<file path="config.mk">
export PLATFORM = sky130hd
export DESIGN_NAME = fc_flow_ctrl
export DESIGN_NICKNAME = d
export VERILOG_FILES = /design/src/rtl/fc_pkg.sv /design/src/rtl/fc_sync.sv /design/src/rtl/fc_rts_hyst.sv /design/src/rtl/fc_cts_gate.sv /design/src/rtl/fc_flow_ctrl.sv
export SDC_FILE = /design/constraint.sdc
export NUM_CORES = 1
export LEC_CHECK = 0
export BUFFER_PORTS_ARGS = -buffer_cell sky130_fd_sc_hd__buf_2
export CORE_MARGIN = 2
export CORE_UTILIZATION = 42
export CTS_CLUSTER_DIAMETER = 60
export DETAILED_ROUTE_END_ITERATION = 8
export GPL_TIMING_DRIVEN = 0
export HOLD_SLACK_MARGIN = 0.1
export PLACE_DENSITY = 0.78
export SETUP_SLACK_MARGIN = 0.4
export SLEW_MARGIN = 10
export SYNTH_ARGS = -nofsm -noshare
export SYNTH_HDL_FRONTEND = slang
export SYNTH_SLANG_ARGS = --single-unit
</file>
<file path="constraint.sdc">
create_clock -name clk -period 1.9 [get_ports clk]
set_clock_uncertainty 0.2 [all_clocks]
set_input_delay 0.38 -clock clk [delete_from_list [all_inputs] [get_ports clk]]
set_output_delay 0.38 -clock clk [all_outputs]
set_load 0.1 [all_outputs]
</file>
<file path="src/rtl/fc_pkg.sv">
package fc_pkg;
  localparam int FC_CTS_BIT = 0;
  localparam int FC_RTS_BIT = 1;
  typedef logic [1:0] fc_en_t;
endpackage

</file>
<file path="src/rtl/fc_sync.sv">
module fc_sync #(
  parameter int  STAGES    = 2,
  parameter logic RST_VAL  = 1'b1
) (
  input  logic clk,
  input  logic rst,
  input  logic d,
  output logic q
);
  logic [STAGES-1:0] chain;

  always_ff @(posedge clk) begin
    if (rst) chain <= {STAGES{RST_VAL}};
    else     chain <= {chain[STAGES-2:0], d};
  end

  assign q = chain[STAGES-1];
endmodule

</file>
<file path="src/rtl/fc_rts_hyst.sv">
module fc_rts_hyst #(
  parameter int CNT_W = 9
) (
  input  logic             clk,
  input  logic             rst,
  input  logic             auto_en,
  input  logic [CNT_W-1:0] level,
  input  logic [CNT_W-1:0] hi,
  input  logic [CNT_W-1:0] lo,
  input  logic             manual_ready,
  output logic             rts_n
);
  logic above, below;
  assign above = level > hi;
  assign below = level < lo;

  always_ff @(posedge clk) begin
    if (rst)           rts_n <= 1'b1;
    else if (!auto_en) rts_n <= ~manual_ready;
    else if (above)    rts_n <= 1'b1;
    else if (below)    rts_n <= 1'b0;
  end

  assert_rts_high_R2: assert property (@(posedge clk) disable iff (rst)
    (auto_en && (level > hi)) |=> rts_n);
  assert_rts_low_R3: assert property (@(posedge clk) disable iff (rst)
    (auto_en && (level < lo) && !(level > hi)) |=> !rts_n);
  assert_rts_hold_R4: assert property (@(posedge clk) disable iff (rst)
    (auto_en && (level >= lo) && (level <= hi)) |=> $stable(rts_n));
  assert_rts_manual_R5: assert property (@(posedge clk) disable iff (rst)
    !auto_en |=> (rts_n == !$past(manual_ready)));
endmodule

</file>
<file path="src/rtl/fc_cts_gate.sv">
module fc_cts_gate (
  input  logic clk,
  input  logic rst,
  input  logic auto_en,
  input  logic cts_n_sync,
  input  logic boundary,
  output logic permit
);
  always_ff @(posedge clk) begin
    if (rst)           permit <= 1'b1;
    else if (!auto_en) permit <= 1'b1;
    else if (boundary) permit <= ~cts_n_sync;
  end

  assert_gate_hold_R8: assert property (@(posedge clk) disable iff (rst)
    (auto_en && !boundary) |=> $stable(permit));
  assert_gate_off_R9: assert property (@(posedge clk) disable iff (rst)
    !auto_en |=> permit);
  assert_gate_load_R7: assert property (@(posedge clk) disable iff (rst)
    (auto_en && boundary) |=> (permit != $past(cts_n_sync)));
endmodule

</file>
<file path="src/rtl/fc_flow_ctrl.sv">
module fc_flow_ctrl #(
  parameter int CNT_W       = 9,
  parameter int SYNC_STAGES = 2
) (
  input  logic             clk,
  input  logic             rst,
  input  logic [1:0]       fc_en,
  input  logic [CNT_W-1:0] rx_level,
  input  logic [CNT_W-1:0] level_hi,
  input  logic [CNT_W-1:0] level_lo,
  input  logic             mcr_rts,
  input  logic             cts_n_pin,
  input  logic             tx_boundary,
  output logic             rts_n,
  output logic             tx_permit,
  output logic             cts_delta
);
  import fc_pkg::*;

  fc_en_t en;
  logic   cts_s, cts_prev;
  assign en = fc_en;

  fc_sync #(.STAGES(SYNC_STAGES), .RST_VAL(1'b1)) u_sync (
    .clk(clk), .rst(rst), .d(cts_n_pin), .q(cts_s));

  fc_rts_hyst #(.CNT_W(CNT_W)) u_rts (
    .clk(clk), .rst(rst), .auto_en(en[FC_RTS_BIT]), .level(rx_level),
    .hi(level_hi), .lo(level_lo), .manual_ready(mcr_rts), .rts_n(rts_n));

  fc_cts_gate u_cts (
    .clk(clk), .rst(rst), .auto_en(en[FC_CTS_BIT]), .cts_n_sync(cts_s),
    .boundary(tx_boundary), .permit(tx_permit));

  always_ff @(posedge clk) begin
    if (rst) begin
      cts_prev  <= 1'b1;
      cts_delta <= 1'b0;
    end else begin
      cts_prev  <= cts_s;
      cts_delta <= cts_s ^ cts_prev;
    end
  end

  assert_reset_R1: assert property (@(posedge clk)
    rst |=> (rts_n && tx_permit && !cts_delta));
  assert_delta_src_R10: assert property (@(posedge clk) disable iff (rst)
    cts_delta |-> ($past(cts_s) != $past(cts_prev)));
endmodule

</file>
; ---- After elaboration in Yosys (flattened, before gate mapping)
; Index checks and enable logic that the tools add are counted.
[classes]
addsub = 0
mul = 0
n_div = 0
magnitude_cmp = 2
eq_ne = 1
shifts = 0
muxes = 3
n_bitwise = 4
n_reduce_logical = 1
[ops]
columns = operator, count
row1 = $gt 9x9->1, 1
row2 = $lt 9x9->1, 1
row3 = $mux 1, 3
row4 = $ne 3x1->1 const B, 1
row5 = $not 1->1, 3
row6 = $reduce_or 2->1, 1
row7 = $xor 1x1->1, 1
[word_totals]
register_bits = 6
latch_bits = 0
ram_bits = 0
mem_bits_ro = 0
input_bits = 34
out_inout_bits = 3
wordCells = 16
mem_count = 0

; ---- Logic depth before layout (Yosys ltp)
[depth]
ltp_word = 4
ltp_mapped = 7
mapped_depth_nobuf = 7

; ---- By module
; A second synthesis with hierarchy kept.
[unflattened]
hier_cells = 78
area_unflattened_um2 = 635.6
[by_module_without_submodules]
columns = mod, instances, cells_each, area_each_um2, seq_area_each_um2
row1 = fc_rts_hyst, 1, 64, 476.7, 20.0
row2 = fc_flow_ctrl, 1, 5, 58.8, 40.0
row3 = fc_sync, 1, 4, 52.6, 40.0
row4 = fc_cts_gate, 1, 5, 47.5, 20.0

; ---- Worst setup path after synthesis
; No wires, ideal clock.
[synth_path]
kind = input -> register
startpoint = input level_lo[7]
endpoint = register u_rts.rts_n
setup_ps = 122
arrival_ps = 1420
required_ps = 1578
path_slack_ps = 158
path_stages = 7
n_path_buf = 0
cell_sequence = inv_1 > ha_1 > a21oi_1 > a21boi_0 > o21ai_0 > a31oi_1 > a311o_1
[synth_via]
elab_chain_len = 2
[synth_lines]
columns = element, line_no
row1 = start: declaration, fc_flow_ctrl.sv:10  ; input logic [CNT_W-1:0] level_lo,
row2 = $lt 9x9->1, fc_rts_hyst.sv:15  ; assign below = level < lo;
row3 = $ne 3x1->1 (no line), n/a
row4 = end signal: assignment, fc_rts_hyst.sv:19  ; else if (!auto_en) rts_n <= ~manual_ready;
row5 = end: declaration, fc_rts_hyst.sv:11  ; output logic rts_n
; Every way passes these cells.
; A chain may end at the register's enable or synchronous reset.

; ---- Final worst setup path
[layout_path]
startpoint = input rx_level[7]
endpoint = register u_rts.rts_n
[layout_via]
elab_chain_len = 3
elab_cells_between_ends = 5
cone_classes = order compare (2) / eq/ne (1) / mux (2)
[layout_lines]
columns = element, line_no
row1 = start: declaration, fc_flow_ctrl.sv:8  ; input logic [CNT_W-1:0] rx_level,
row2 = $gt 9x9->1, fc_rts_hyst.sv:14  ; assign above = level > hi;
row3 = $mux 1, fc_rts_hyst.sv:20  ; else if (above) rts_n <= 1'b1;
row4 = $mux 1, fc_rts_hyst.sv:19
; Several ways; a longest one is shown, not always the timed one.

==> results.md <==
- Status: complete, no violations
- Postcts setup bufs: 0
- Slew HR: 0.815
- Dpl hpwl: ~1300 µm
- Initial core utilization: 0.464
- Area Overhead vs Synth: 48.9%
- Io pins: 37
- Accumulated negative setup slack: 0 ns
- Core ar.: approximately 0.0014 mm²
- # port buffers: 36
- Sw frac: 0.336
- Internal Power: 294 µW
- Mapped cell area: roughly 630 µm²
- Commonest non-fill, non-tap cells in the layout: 31 x buf_2, 16 x inv_1, 13 x ha_1
- Final wirelength: roughly 1400 µm
- Cts hold-fix bufs: 0
- Critical path's slowest cell: a311o_1
- Critical Path AT: approximately 1.5 ns
- Main combinational cell family by area after synthesis: adder cells
- GRT Util Overall: 0.185
- Worst Path Max Fanout: 3
- # diodes: 0
- Vias per inst: approximately 4.9
- Rows: 13
- Worst-path clk slew: 0.04 ns
- Synth Area in XOR/XNOR: 0.0140
- Crit path cell chain: buf_4 -> ha_4 -> a21oi_1 -> a21boi_0 -> o21ai_1 -> a31oi_1 -> a311o_1
- Die W: ~43 µm
- Post-synthesis sequential area ratio: 0.192
- DRC: 0
- Final ANT Viol Nets: 0
- Worst Path Required: ~1.8 ns
- Post-synthesis compound-gate area fraction: 0.154
- Clock power frac: 0.257
- WL/cell: approximately 11 µm
- Via count: 656
- Largest net degree at the start of global routing: 7
- Time the worst path needs with I/O delays and setup: 1.60 ns
- Syn avg cell area: 7.93 µm²
- Final-layout fill cell count: roughly 120
- Dominant cell type by area after synthesis: ha_1
- VDD IR max: a little over 0.0003 V
- DIE AREA: approximately 0.0018 mm²
- Fraction of layout instances using a drive strength above 1: 0.466
- CTS root buf: clkbuf_4
- CP Class: in -> reg
- Combinational Power Share: 0.432
- Clock tree buffer depth: 2
- Worst setup SP type: input port
- Max Cap Viol: 0
- Leakage power total: ~0.00051 µW
- Die height: around 43 µm
- Total CTS buffers: 3
- Initial antenna violation count: 0
- Hold Crit Class: in -> reg
- Nets: approximately 170
- Synth top area cells: ha_1 34%, dfxtp_1 19%, inv_1 11%, a21oi_1 5.6%, nor3b_2 4.0%
- Final Hold Vio Count: 0
- Sequential power share: 0.311
- Share of the clock period used by the worst path after layout: 0.843
- Post-Synth Simple-Gate Area: 0.194
- CTS sink count: 6
- RSZ-0062 raised after global routing: yes
- Post-synth cell types: 19
- Synth warnings: 0
- Synth Instances: between 70 and 80
- Total gr overflow: 0
- Final Util: 0.691
- Clock Latency Late Sink: approximately 0.24 ns
- Syn nets: 130
- Max Slew Vio Count: 0
- Adder-Cell Fraction of Synth Area: 0.339
- Worst setup EP type: register
- CP max stage delay: about 0.31 ns
- Initial DRC count: 3
- Fmax: around 620 MHz
- Measured slew at the worst slew-check pin: roughly 0.28 ns
- Vias in the first global route: about 660
- H-tree lvl count: 1
- Most common cell after layout, fill and taps aside: buf_2
- First-pass GRT wire length: around 2600 µm
- Pre-antenna DRT Iters: 3
- CTS tree: yes
- NetSw: roughly 150 µW
- RD Place Congestion: ~0.76
- Pwr per Cell Area: around 470 mW/mm²
- Top-area cell type share of the netlist area: 0.339
- Mux cell area share after synthesis: 0
- Seq cells post-synth: 6
- Setup-failing EPs final: 0
## synthesized netlist by cell type (all sizes together)
cell,instances
a21boi,1
a21oi,7
a221o,1
a311o,1
a31oi,1
dfxtp,6
ha,17
inv,18
nand2,4
nand3,3
nand4,3
nor2,3
nor2b,2
nor3,1
nor3b,2
o21a,1
o21ai,4
or2,3
xnor2,1
## final cells by class
type / count / area, µm² / area share
multi-input combinational: 55 / 504 / 0.540
timing repair buffer: 36 / 196 / 0.210
sequential: 6 / 121 / 0.130
inverter: 18 / 70.1 / 0.0751
clock buffer: 3 / 22.5 / 0.0241
tap: 15 / 18.8 / 0.0201
## power groups by stage
stage | Sequential [µW] | Combinational, µW | Clock [µW]
global placement | 139 | 172 | 0
global route | 138 | 216 | 138
detailed placement | 139 | 179 | 0
finish | 138 | 191 | 114
CTS | 137 | 189 | 118
floorplan | 170 | 85.1 | 0
## critical path, delay by kind of cell
kind	cells	cell delay [ns]
AO/OA/AOI/OAI	5	0.77
adder cells (fa/ha/maj)	1	0.24
buffers and inverters	1	0.13
## worst paths after layout
path | startpoint | endpoint | slack [ns] | depth (start not counted)
hold / removal | cts_n_pin | u_sync.chain[0] | 0.12 | 2
setup reg to reg | u_rts.rts_n | u_rts.rts_n | 0.77 | 3
setup / recovery | rx_level[7] | u_rts.rts_n | 0.30 | 7
hold reg to reg | u_sync.chain[0] | u_sync.chain[1] | 0.23 | 1
## cells by family after synthesis
family	count (synthesis)
flops	6
buf+inv	18
fa+ha+maj	17
xor+xnor	1
simple gates	21
compound gates	16
## state kept, by name (all words and copies together) (netlist names)
| signal | cells |
|---|---|
| cts_prev | 1 |
| cts_delta | 1 |
| u_cts.permit | 1 |
| u_sync.chain | 2 |
| u_rts.rts_n | 1 |
## metal layers
| layer | up-vias | track usage | share of wire |
|---|---|---|---|
| met5 | - | 0 | 0 |
| met4 | 0 | 0.0750 | 0 |
| met3 | 0 | 0.0388 | 0.050 |
| met2 | 20 | 0.370 | 0.56 |
| met1 | 284 | 0.175 | 0.39 |
| li1 | 352 | - | - |
## per-stage QoR
step	std cells	total power [µW]	setup slack [ns]	hold WS, ns	instance area (µm²)
3_3_place_gp	130	311	0.0233	0.200	875
2_1_floorplan	79	255	0.218	0.189	676
6_report	133	442	0.299	0.121	933
4_1_cts	133	444	0.308	0.114	921
5_1_grt	133	491	0.243	0.112	933
3_5_place_dp	130	318	-0.00113	0.203	875
## timing repair
action / 4_1_cts / 5_1_grt
gates resized for setup: 6 / 4
endpoints found under the setup margin: 4 / 2
pin swaps: 4 / 5
(Power assumes the default switching activity.)
